`config.mk`:
```
export PLATFORM = sky130hd
export DESIGN_NAME = scanirq_unit
export DESIGN_NICKNAME = d
export VERILOG_FILES = /design/src/rtl/scanirq_pkg.sv /design/src/rtl/scanirq_tick.sv /design/src/rtl/scanirq_regs.sv /design/src/rtl/scanirq_linectr.sv /design/src/rtl/scanirq_unit.sv
export SDC_FILE = /design/constraint.sdc
export NUM_CORES = 1
export LEC_CHECK = 0
export ABC_AREA = 1
export BUFFER_PORTS_ARGS = -buffer_cell sky130_fd_sc_hd__buf_2
export CAP_MARGIN = 15
export CORE_MARGIN = 10
export CORE_UTILIZATION = 52
export DETAILED_ROUTE_END_ITERATION = 7
export PLACE_DENSITY_LB_ADDON = 0.3
export SLEW_MARGIN = 15
export SYNTH_ARGS = -nofsm -noshare
export SYNTH_HDL_FRONTEND = slang
export SYNTH_SLANG_ARGS = --single-unit
```
`constraint.sdc`:
```
create_clock -name clk -period 3.7 [get_ports clk]
set_clock_uncertainty 0.1 [all_clocks]
set_input_delay 0.555 -clock clk [delete_from_list [all_inputs] [get_ports clk]]
set_output_delay 0.555 -clock clk [all_outputs]
set_load 0.02 [all_outputs]
```
`src/rtl/scanirq_pkg.sv`:
```
package scanirq_pkg;
    localparam int DATA_W = 8;
    localparam int ADDR_W = 2;

    localparam logic [ADDR_W-1:0] ADDR_TARGET = ADDR_W'(0);
    localparam logic [ADDR_W-1:0] ADDR_CTRL   = ADDR_W'(1);

    localparam int STAT_PEND_BIT  = 7;
    localparam int STAT_FRAME_BIT = 6;
    localparam int CTRL_EN_BIT    = 7;

    typedef struct packed {
        logic              in_frame;
        logic [DATA_W-1:0] count;
        logic              pending;
    } line_state_t;

    typedef struct packed {
        logic [DATA_W-1:0] target;
        logic              enable;
    } cfg_state_t;
endpackage

```
`src/rtl/scanirq_tick.sv`:
```
module scanirq_tick #(
    parameter int DOT_W      = 9,
    parameter int LINE_W     = 9,
    parameter int SAMPLE_DOT = 336,
    parameter int STOP_LINE  = 241
) (
    input  logic              vid_valid,
    input  logic [DOT_W-1:0]  dot,
    input  logic [LINE_W-1:0] line,
    input  logic              render_en,
    output logic              tick,
    output logic              line_ok
);
    localparam int PREP_W = LINE_W + 1;

    logic [PREP_W-1:0] prep_line;

    always_comb begin
        prep_line = {1'b0, line} + PREP_W'(1);
        tick      = vid_valid && (dot == DOT_W'(SAMPLE_DOT));
        line_ok   = render_en && (prep_line < PREP_W'(STOP_LINE));
    end
endmodule

```
`src/rtl/scanirq_regs.sv`:
```
module scanirq_regs
    import scanirq_pkg::*;
(
    input  logic              clk,
    input  logic              rst_n,
    input  logic [ADDR_W-1:0] bus_addr,
    input  logic              bus_wr,
    input  logic              bus_rd,
    input  logic [DATA_W-1:0] bus_wdata,
    input  logic              pending,
    input  logic              in_frame,
    output logic [DATA_W-1:0] bus_rdata,
    output logic [DATA_W-1:0] target,
    output logic              enable,
    output logic              stat_rd
);
    cfg_state_t cfg_d, cfg_q;

    always_comb begin
        cfg_d = cfg_q;
        if (bus_wr && bus_addr == ADDR_TARGET) cfg_d.target = bus_wdata;
        if (bus_wr && bus_addr == ADDR_CTRL)   cfg_d.enable = bus_wdata[CTRL_EN_BIT];
    end

    always_ff @(posedge clk) begin
        if (!rst_n) cfg_q <= '0;
        else        cfg_q <= cfg_d;
    end

    always_comb begin
        bus_rdata = '0;
        stat_rd   = bus_rd && (bus_addr == ADDR_CTRL);
        if (bus_rd && bus_addr == ADDR_TARGET) bus_rdata = cfg_q.target;
        if (stat_rd) begin
            bus_rdata[STAT_PEND_BIT]  = pending;
            bus_rdata[STAT_FRAME_BIT] = in_frame;
        end
        target = cfg_q.target;
        enable = cfg_q.enable;
    end


    cfg_hold_chk: assert property (@(posedge clk) disable iff (!rst_n)
        !bus_wr |=> $stable(cfg_q));


    stat_low_zero_chk: assert property (@(posedge clk) disable iff (!rst_n)
        stat_rd |-> bus_rdata[5:0] == 6'd0);
endmodule

```
`src/rtl/scanirq_linectr.sv`:
```
module scanirq_linectr
    import scanirq_pkg::*;
(
    input  logic              clk,
    input  logic              rst_n,
    input  logic              tick,
    input  logic              line_ok,
    input  logic              stat_rd,
    input  logic [DATA_W-1:0] target,
    output logic              in_frame,
    output logic              pending
);
    line_state_t       st_d, st_q;
    logic [DATA_W-1:0] cnt_inc;

    always_comb begin
        cnt_inc = st_q.count + DATA_W'(1);
        st_d    = st_q;
        if (stat_rd) st_d.pending = 1'b0;
        if (tick) begin
            if (!line_ok) begin
                st_d = '0;
            end else if (!st_q.in_frame) begin
                st_d.in_frame = 1'b1;
                st_d.count    = '0;
                st_d.pending  = 1'b0;
            end else begin
                st_d.count = cnt_inc;
                if (cnt_inc == target) st_d.pending = 1'b1;
            end
        end
    end

    always_ff @(posedge clk) begin
        if (!rst_n) st_q <= '0;
        else        st_q <= st_d;
    end

    assign in_frame = st_q.in_frame;
    assign pending  = st_q.pending;


    stop_clear_chk: assert property (@(posedge clk) disable iff (!rst_n)
        tick && !line_ok |=> !st_q.in_frame && !st_q.pending && st_q.count == '0);


    frame_start_chk: assert property (@(posedge clk) disable iff (!rst_n)
        tick && line_ok && !st_q.in_frame |=> st_q.in_frame && !st_q.pending && st_q.count == '0);


    idle_stable_chk: assert property (@(posedge clk) disable iff (!rst_n)
        !tick |=> $stable(st_q.count) && $stable(st_q.in_frame));


    read_clear_chk: assert property (@(posedge clk) disable iff (!rst_n)
        stat_rd && !tick |=> !st_q.pending);
endmodule

```
`src/rtl/scanirq_unit.sv`:
```
module scanirq_unit
    import scanirq_pkg::*;
#(
    parameter int DOT_W      = 9,
    parameter int LINE_W     = 9,
    parameter int SAMPLE_DOT = 336,
    parameter int STOP_LINE  = 241
) (
    input  logic              clk,
    input  logic              rst_n,
    input  logic              vid_valid,
    input  logic [DOT_W-1:0]  dot,
    input  logic [LINE_W-1:0] line,
    input  logic              render_en,
    input  logic              aux_irq,
    input  logic [ADDR_W-1:0] bus_addr,
    input  logic              bus_wr,
    input  logic              bus_rd,
    input  logic [DATA_W-1:0] bus_wdata,
    output logic [DATA_W-1:0] bus_rdata,
    output logic              irq
);
    logic              tick, line_ok, stat_rd, enable, pending, in_frame;
    logic [DATA_W-1:0] target;

    scanirq_tick #(
        .DOT_W(DOT_W), .LINE_W(LINE_W),
        .SAMPLE_DOT(SAMPLE_DOT), .STOP_LINE(STOP_LINE)
    ) u_tick (
        .vid_valid(vid_valid), .dot(dot), .line(line), .render_en(render_en),
        .tick(tick), .line_ok(line_ok)
    );

    scanirq_regs u_regs (
        .clk(clk), .rst_n(rst_n), .bus_addr(bus_addr), .bus_wr(bus_wr),
        .bus_rd(bus_rd), .bus_wdata(bus_wdata), .pending(pending),
        .in_frame(in_frame), .bus_rdata(bus_rdata), .target(target),
        .enable(enable), .stat_rd(stat_rd)
    );

    scanirq_linectr u_ctr (
        .clk(clk), .rst_n(rst_n), .tick(tick), .line_ok(line_ok),
        .stat_rd(stat_rd), .target(target), .in_frame(in_frame), .pending(pending)
    );

    assign irq = (pending && enable) || aux_irq;


    aux_pass_chk: assert property (@(posedge clk) disable iff (!rst_n)
        aux_irq |-> irq);


    late_enable_chk: assert property (@(posedge clk) disable iff (!rst_n)
        $rose(enable) && pending |-> irq);


    quiet_chk: assert property (@(posedge clk) disable iff (!rst_n)
        !pending && !aux_irq |-> !irq);
endmodule

```
==> flow_summary_export.csv, run 1 <==
group,metric,value,unit
cts,cts_resized,0,
synth,synth_top_area_share,31.3,%
critical_path,critPathCaptureType,"output pin",
cts,cts.htree.levels,1,
global_routing,grt_max_degree,17,
sta,hold_viol_final,0,
final_layout,drive_above_1_share,21.1,%
critical_path,r2r-end,"u_ctr.pending$_SDFF_PN0_",
synth,synthArstFlopShare,0,%
final_layout,multi_input_area,703,um^2
synth,synthFlopType,"dfxtp_1",
cts,clkSinkCount,19,
floorplan,die-area,0.00467,mm^2
sta,rsz0062_at_grt,"false",
critical_path,path_class,"input port to output pin",
place,dp_hpwl,2670,um
place,postPlaceCellArea,0.00145,mm^2
cts,clockRootBuffer,"clkbuf_4",
global_routing,antenna_found_initial,0,
place,port_buffers,43,
synth,ys_seq_elements,19,
synth,ys_types,25,
hold_path,holdPathStages,2,
sta,tightest_slew,0.462,ns
floorplan,rows,17,
floorplan,core-area,0.00221,mm^2
sta,fmax,496,MHz
floorplan,die_w,68.3,um
final_layout,regArea,380,um^2
cts,cts.reportedPaths.clkPinSlew,0.11,ns
place,place_congestion,0.789,
critical_path,r2r_slack,2.06,ns
sta,slew-limit-headroom,69.2,%
critical_path,rr_worst_depth,9,
sta,setup_viol_count_final,0,
floorplan,io_pins,44,
outcome,outcome,"complete, no violations",
final_layout,diodes,0,
cts,insertion_delay,0.29,ns
pwr,power.leakage,0.721,nW
detailed_routing,detail_route.wl_per_cell,11.9,um
detailed_routing,first_iter_violations,69,
pwr,p_comb_share,14.9,%
synth,synth.net_count,239,
synth,synth_area,0.00121,mm^2
global_routing,grt_pass1_wl,5610,um
floorplan,die_h,68.3,um
synth,synth_edf_count,0,
hold_path,hp-start,"u_regs.enable$_SDFFE_PN0P_",
critical_path,cp.required,3.04,ns
job,drv_cap,0,
floorplan,start_util,54.9,%
global_routing,grt_use_total,15.1,%
synth,synth_area_leader_cell,"dfxtp_1",
final_layout,fillers,215,
critical_path,cp_max_fo,8,
final_layout,stdcell_count,275,
global_routing,grt_pass1_vias,1295,
pwr,irDropWorstVdd,0.281,mV
critical_path,r2r-start,"u_ctr.st_q[2]$_SDFFE_PN0P_",
detailed_routing,routed_wl,3290,um
final_layout,syn2layout_area_growth,21.8,%
synth,syn_avg_cell_area,5.98,um^2
detailed_routing,drc_errors,0,
sta,period_share,54.5,%
critical_path,arrival,1.36,ns
pwr,seqPwrFrac,56.9,%
place,placed_cells,271,
detailed_routing,drtAntennaViolNets,0,
detailed_routing,vias,1375,
detailed_routing,via_per_inst,5.00,
global_routing,overflow,0,
final_layout,post-route-util,66.9,%
sta,tns,0,ns
pwr,intPower,0.000276,W
synth,netlist_instances,203,
sta,drv_slew,0,
pwr,power.density,252,mW/mm^2
final_layout,nNetsFinal,284,
synth,yosysMostFrequentCell,"nand2_1",
critical_path,crit_path_start_kind,"input port",
hold_path,hold_class,"flip-flop to flip-flop",
synth,netlist_top_cells_area,"dfxtp_1 (31%), nand2_1 (20%), inv_1 (9.6%), a21oi_1 (8.2%), nand3_1 (7.8%)",
pwr,switching_share,25.8,%
hold_path,holdPathEnd,"u_regs.enable$_SDFFE_PN0P_",
cts,postCtsHoldBufs,0,
sta,fin_crit,2.02,ns
cts,cts_tree,"yes",
cts,postCtsSetupBuffers,0,
synth,synth_warnings,0,
cts,clockBufferDepth,2,
pwr,clkPwrFrac,28.3,%
cts,cts_made_buffers,3,
pwr,switchingPower,0.0000963,W
final_layout,design_area,0.00148,mm^2
synth,yosysSeqAreaShare,31.3,%
detailed_routing,drt-pass1-iter-count,5,
synth,synth_common_cells,"nand2_1 (64), inv_1 (31), a21oi_1 (20), dfxtp_1 (19), nand3_1 (19)",
==> power groups by stage <==
stage,combinational (W),clock [W],sequential (W)
3_3_place_gp,0.0000542,0,0.000217
3_5_place_dp,0.0000549,0,0.000217
5_1_grt,0.0000632,0.000117,0.000212
6_report,0.0000554,0.000105,0.000212
2_1_floorplan,0.0000292,0,0.000216
4_1_cts,0.0000552,0.000106,0.000212
==> cells by family after synthesis <==
| kind of cell | after synthesis | synth area share (%) |
|---|---|---|
| simple gates | 112 | 41.3 |
| compound gates | 35 | 14.8 |
| buf+inv | 35 | 10.8 |
| flops | 19 | 31.3 |
| xor+xnor | 1 | 0.721 |
| fa+ha+maj | 1 | 1.03 |
==> final cells by class <==
cell class / count / area share, %
well taps: 28 / 2.37
repair buffers: 43 / 14.5
multi-input cells: 149 / 47.5
clock buffers: 4 / 1.78
flip-flops and latches: 19 / 25.7
inverters: 32 / 8.11
==> registers in the layout, indices dropped and copies added (netlist names) <==
register / flops
u_regs.enable: 1
u_ctr.pending: 1
u_ctr.st_q: 8
u_ctr.in_frame: 1
u_regs.target: 8
==> worst max-delay path, stage by stage <==
cell     delay, ns
buf_2         0.11
nor2_1        0.13
nand2_1       0.21
o22ai_1       0.17
buf_2         0.19
==> how the worst max path moves through the flow <==
stage / startpoint / to / slack, ns / depth (start not counted)
CTS: bus_addr[0] / bus_rdata[6] / 1.68 / 5
finish: bus_addr[0] / bus_rdata[6] / 1.68 / 5
global placement: dot[1] / u_ctr.st_q[6]$_SDFFE_PN0P_ / 1.71 / 8
global route: bus_addr[0] / bus_rdata[6] / 1.55 / 5
floorplan: bus_addr[0] / bus_rdata[6] / 1.86 / 3
detailed placement: dot[1] / u_ctr.st_q[2]$_SDFFE_PN0P_ / 1.67 / 8
==> cell usage in the layout, fill, tap and decap left out <==
master,instances
nand4_1,2
nor2_1,18
o21ai_0,11
dfxtp_1,19
nor3_2,1
nand2_1,64
nor2_4,1
clkbuf_1,1
nor3_1,1
nand3_1,19
o22ai_1,2
buf_2,43
nor2_8,1
or2_4,1
xnor2_1,1
nand3b_1,1
or2_1,1
clkbuf_4,3
inv_1,31
clkinv_1,1
ha_1,1
o21ai_1,1
nand2_2,1
o21bai_1,1
a21oi_1,20
nand3b_2,1
==> metrics by stage <==
stage	setup WS, ns	hold slack [ns]	power (W)
global placement	1.71	0.349	0.000271
global route	1.55	0.394	0.000392
finish	1.68	0.365	0.000373
CTS	1.68	0.365	0.000373
detailed placement	1.67	0.350	0.000272
floorplan	1.86	0.330	0.000245
==> layer usage <==
metal  track usage [%]  up-vias  wire length, um
met3              5.06        4              295
met1              17.9      580             1360
li1                  -      732                -
met5                 0        -                0
met4              3.02        0               27
met2              25.8       59             1600
Note: power is estimated with default switching activity, not from simulation.
==> run 2, diff against run 1 <==
CORE_UTILIZATION = 49   (was 52)
clock period = 1.9 ns   (was 3.7 ns; I/O delays follow)
==> run 2 against run 1 <==
Global-route usage is 2.1 points lower; largest power group unchanged; combinational power grew 93%; count of clock-buffer cells in the layout fell by 1; via count shrank 2.7%; non-clock buffer count grew 1; critical path type is now flip-flop to flip-flop.
==> flow_summary_export.csv, run 2 (same netlist as run 1, synthesis figures left out) <==
group,metric,value,unit
outcome,outcome,"complete, no violations",
final_layout,final_cell_mix,"nand2_1 (64), buf_2 (43), inv_1 (31), a21oi_1 (20)",
sta,holdWs,0.163,ns
place,dp_worst_setup_slack,0.340,ns
critical_path,slowest_delay,0.42,ns
global_routing,antenna_found_initial,0,
sta,fmax,627,MHz
global_routing,grt_pass1_wl,5660,um
sta,drv_slew,0,
global_routing,grt_pass1_vias,1353,
cts,postCtsHoldBufs,0,
cts,clockBufferDepth,2,
critical_path,path_class,"flip-flop to flip-flop",
critical_path,crit_path_start_kind,"flip-flop",
cts,cts_tree,"yes",
critical_path,crit_chain,"ha_1 -> nand3_1 -> o21ai_1 -> nand2_1 -> nand2_1 -> nand3_1 -> nor2_1 -> a21oi_1 -> nor2_1",
sta,rsz0062_at_grt,"false",
pwr,irDropWorstVdd,0.662,mV
job,drv_cap,0,
sta,setup_slack,0.306,ns
final_layout,diodes,0,
floorplan,core-area,0.00228,mm^2
floorplan,start_util,53.4,%
cts,cts.reportedPaths.clkPinSlew,0.11,ns
global_routing,grt_use_total,13.0,%
final_layout,stdcell_count,276,
cts,postCtsSetupBuffers,0,
cts,cts.htree.levels,1,
cts,insertion_delay,0.30,ns
sta,fin_crit,1.59,ns
final_layout,final_common_cell,"nand2_1",
detailed_routing,routed_wl,3060,um
cts,cts_made_buffers,3,
pwr,power.density,487,mW/mm^2
detailed_routing,drt-pass1-iter-count,4,
sta,tns,0,ns
detailed_routing,drc_errors,0,
sta,setup_viol_count_final,0,
detailed_routing,via_per_inst,4.85,
place,placed_cells,272,
final_layout,nNetsFinal,285,
cts,clockRootBuffer,"clkbuf_4",
critical_path,cp_max_fo,4,
floorplan,die_w,69.8,um
floorplan,die_h,69.8,um
pwr,power.leakage,0.728,nW
detailed_routing,drtAntennaViolNets,0,
hold_path,hold_class,"input port to flip-flop",
place,port_buffers,43,
critical_path,critPathCaptureType,"flip-flop",
critical_path,arrival,1.74,ns
critical_path,cp.required,2.05,ns
critical_path,cp_slowest_cell,"dfxtp_1",
floorplan,die-area,0.00487,mm^2
floorplan,io_pins,44,
sta,period_share,83.9,%
final_layout,syn2layout_area_growth,22.6,%
sta,tightest_slew,0.455,ns
floorplan,rows,17,
global_routing,overflow,0,
cts,clkSinkCount,19,
detailed_routing,detail_route.wl_per_cell,11.1,um
sta,slew-limit-headroom,69.6,%
final_layout,drive_above_1_share,21.8,%
cts,cts_resized,0,
place,dp_hpwl,2550,um
global_routing,grt_max_degree,17,
detailed_routing,vias,1338,
place,place_congestion,0.796,
sta,hold_viol_final,0,
detailed_routing,first_iter_violations,69,
==> run 2: power breakdown <==
group	internal (W)	total (W)	switching [W]
clock network	0.0000785	0.000205	0.000127
registers	0.000408	0.000413	0.00000479
logic	0.0000487	0.000107	0.0000578
==> run 2: worst paths after layout <==
kind | start | endpoint | slack [ns] | depth (start not counted)
worst max-delay path | u_ctr.st_q[2]$_SDFFE_PN0P_ | u_ctr.pending$_SDFF_PN0_ | 0.31 | 9
worst max register to register | u_ctr.st_q[2]$_SDFFE_PN0P_ | u_ctr.pending$_SDFF_PN0_ | 0.31 | 9
worst min register to register | u_regs.enable$_SDFFE_PN0P_ | u_regs.enable$_SDFFE_PN0P_ | 0.36 | 2
worst min-delay path | bus_wdata[3] | u_regs.target[3]$_SDFFE_PN0P_ | 0.16 | 3
==> run 2: metal layers <==
metal / track usage, % / vias to the layer above / routed length [um]
met1: 15.1 / 567 / 1420
li1: - / 738 / -
met2: 22.0 / 29 / 1410
met4: 1.52 / 0 / 33
met3: 5.56 / 4 / 200
met5: 0 / - / 0
==> run 2: worst max-delay path: cells and delay by family, from the launching register on <==
kind,cells,cell delay (ns)
AO/OA/AOI/OAI,2,0.25
adder cells (fa/ha/maj),1,0.23
AND/OR/NAND/NOR,6,0.54
flip-flops,1,0.42
==> run 2: through the flow <==
| stage | cell area [um^2] | total power, W | util [%] |
|---|---|---|---|
| after detailed placement | 1460 | 0.000529 | 64.2 |
| after global placement | 1460 | 0.000527 | 64.2 |
| after CTS | 1490 | 0.000730 | 65.4 |
| after global routing | 1490 | 0.000770 | 65.4 |
| after floorplan | 1210 | 0.000478 | - |
| final | 1490 | 0.000725 | 65.4 |
==> run 2: area by class of cell <==
type / count / area, um^2
clock buffer: 3 / 22.5
clock inverter: 1 / 5.00
fill: 220 / 787
inverter: 32 / 120
multi-input combinational: 149 / 703
sequential: 19 / 380
tap: 28 / 35.0
timing repair buffer: 44 / 223
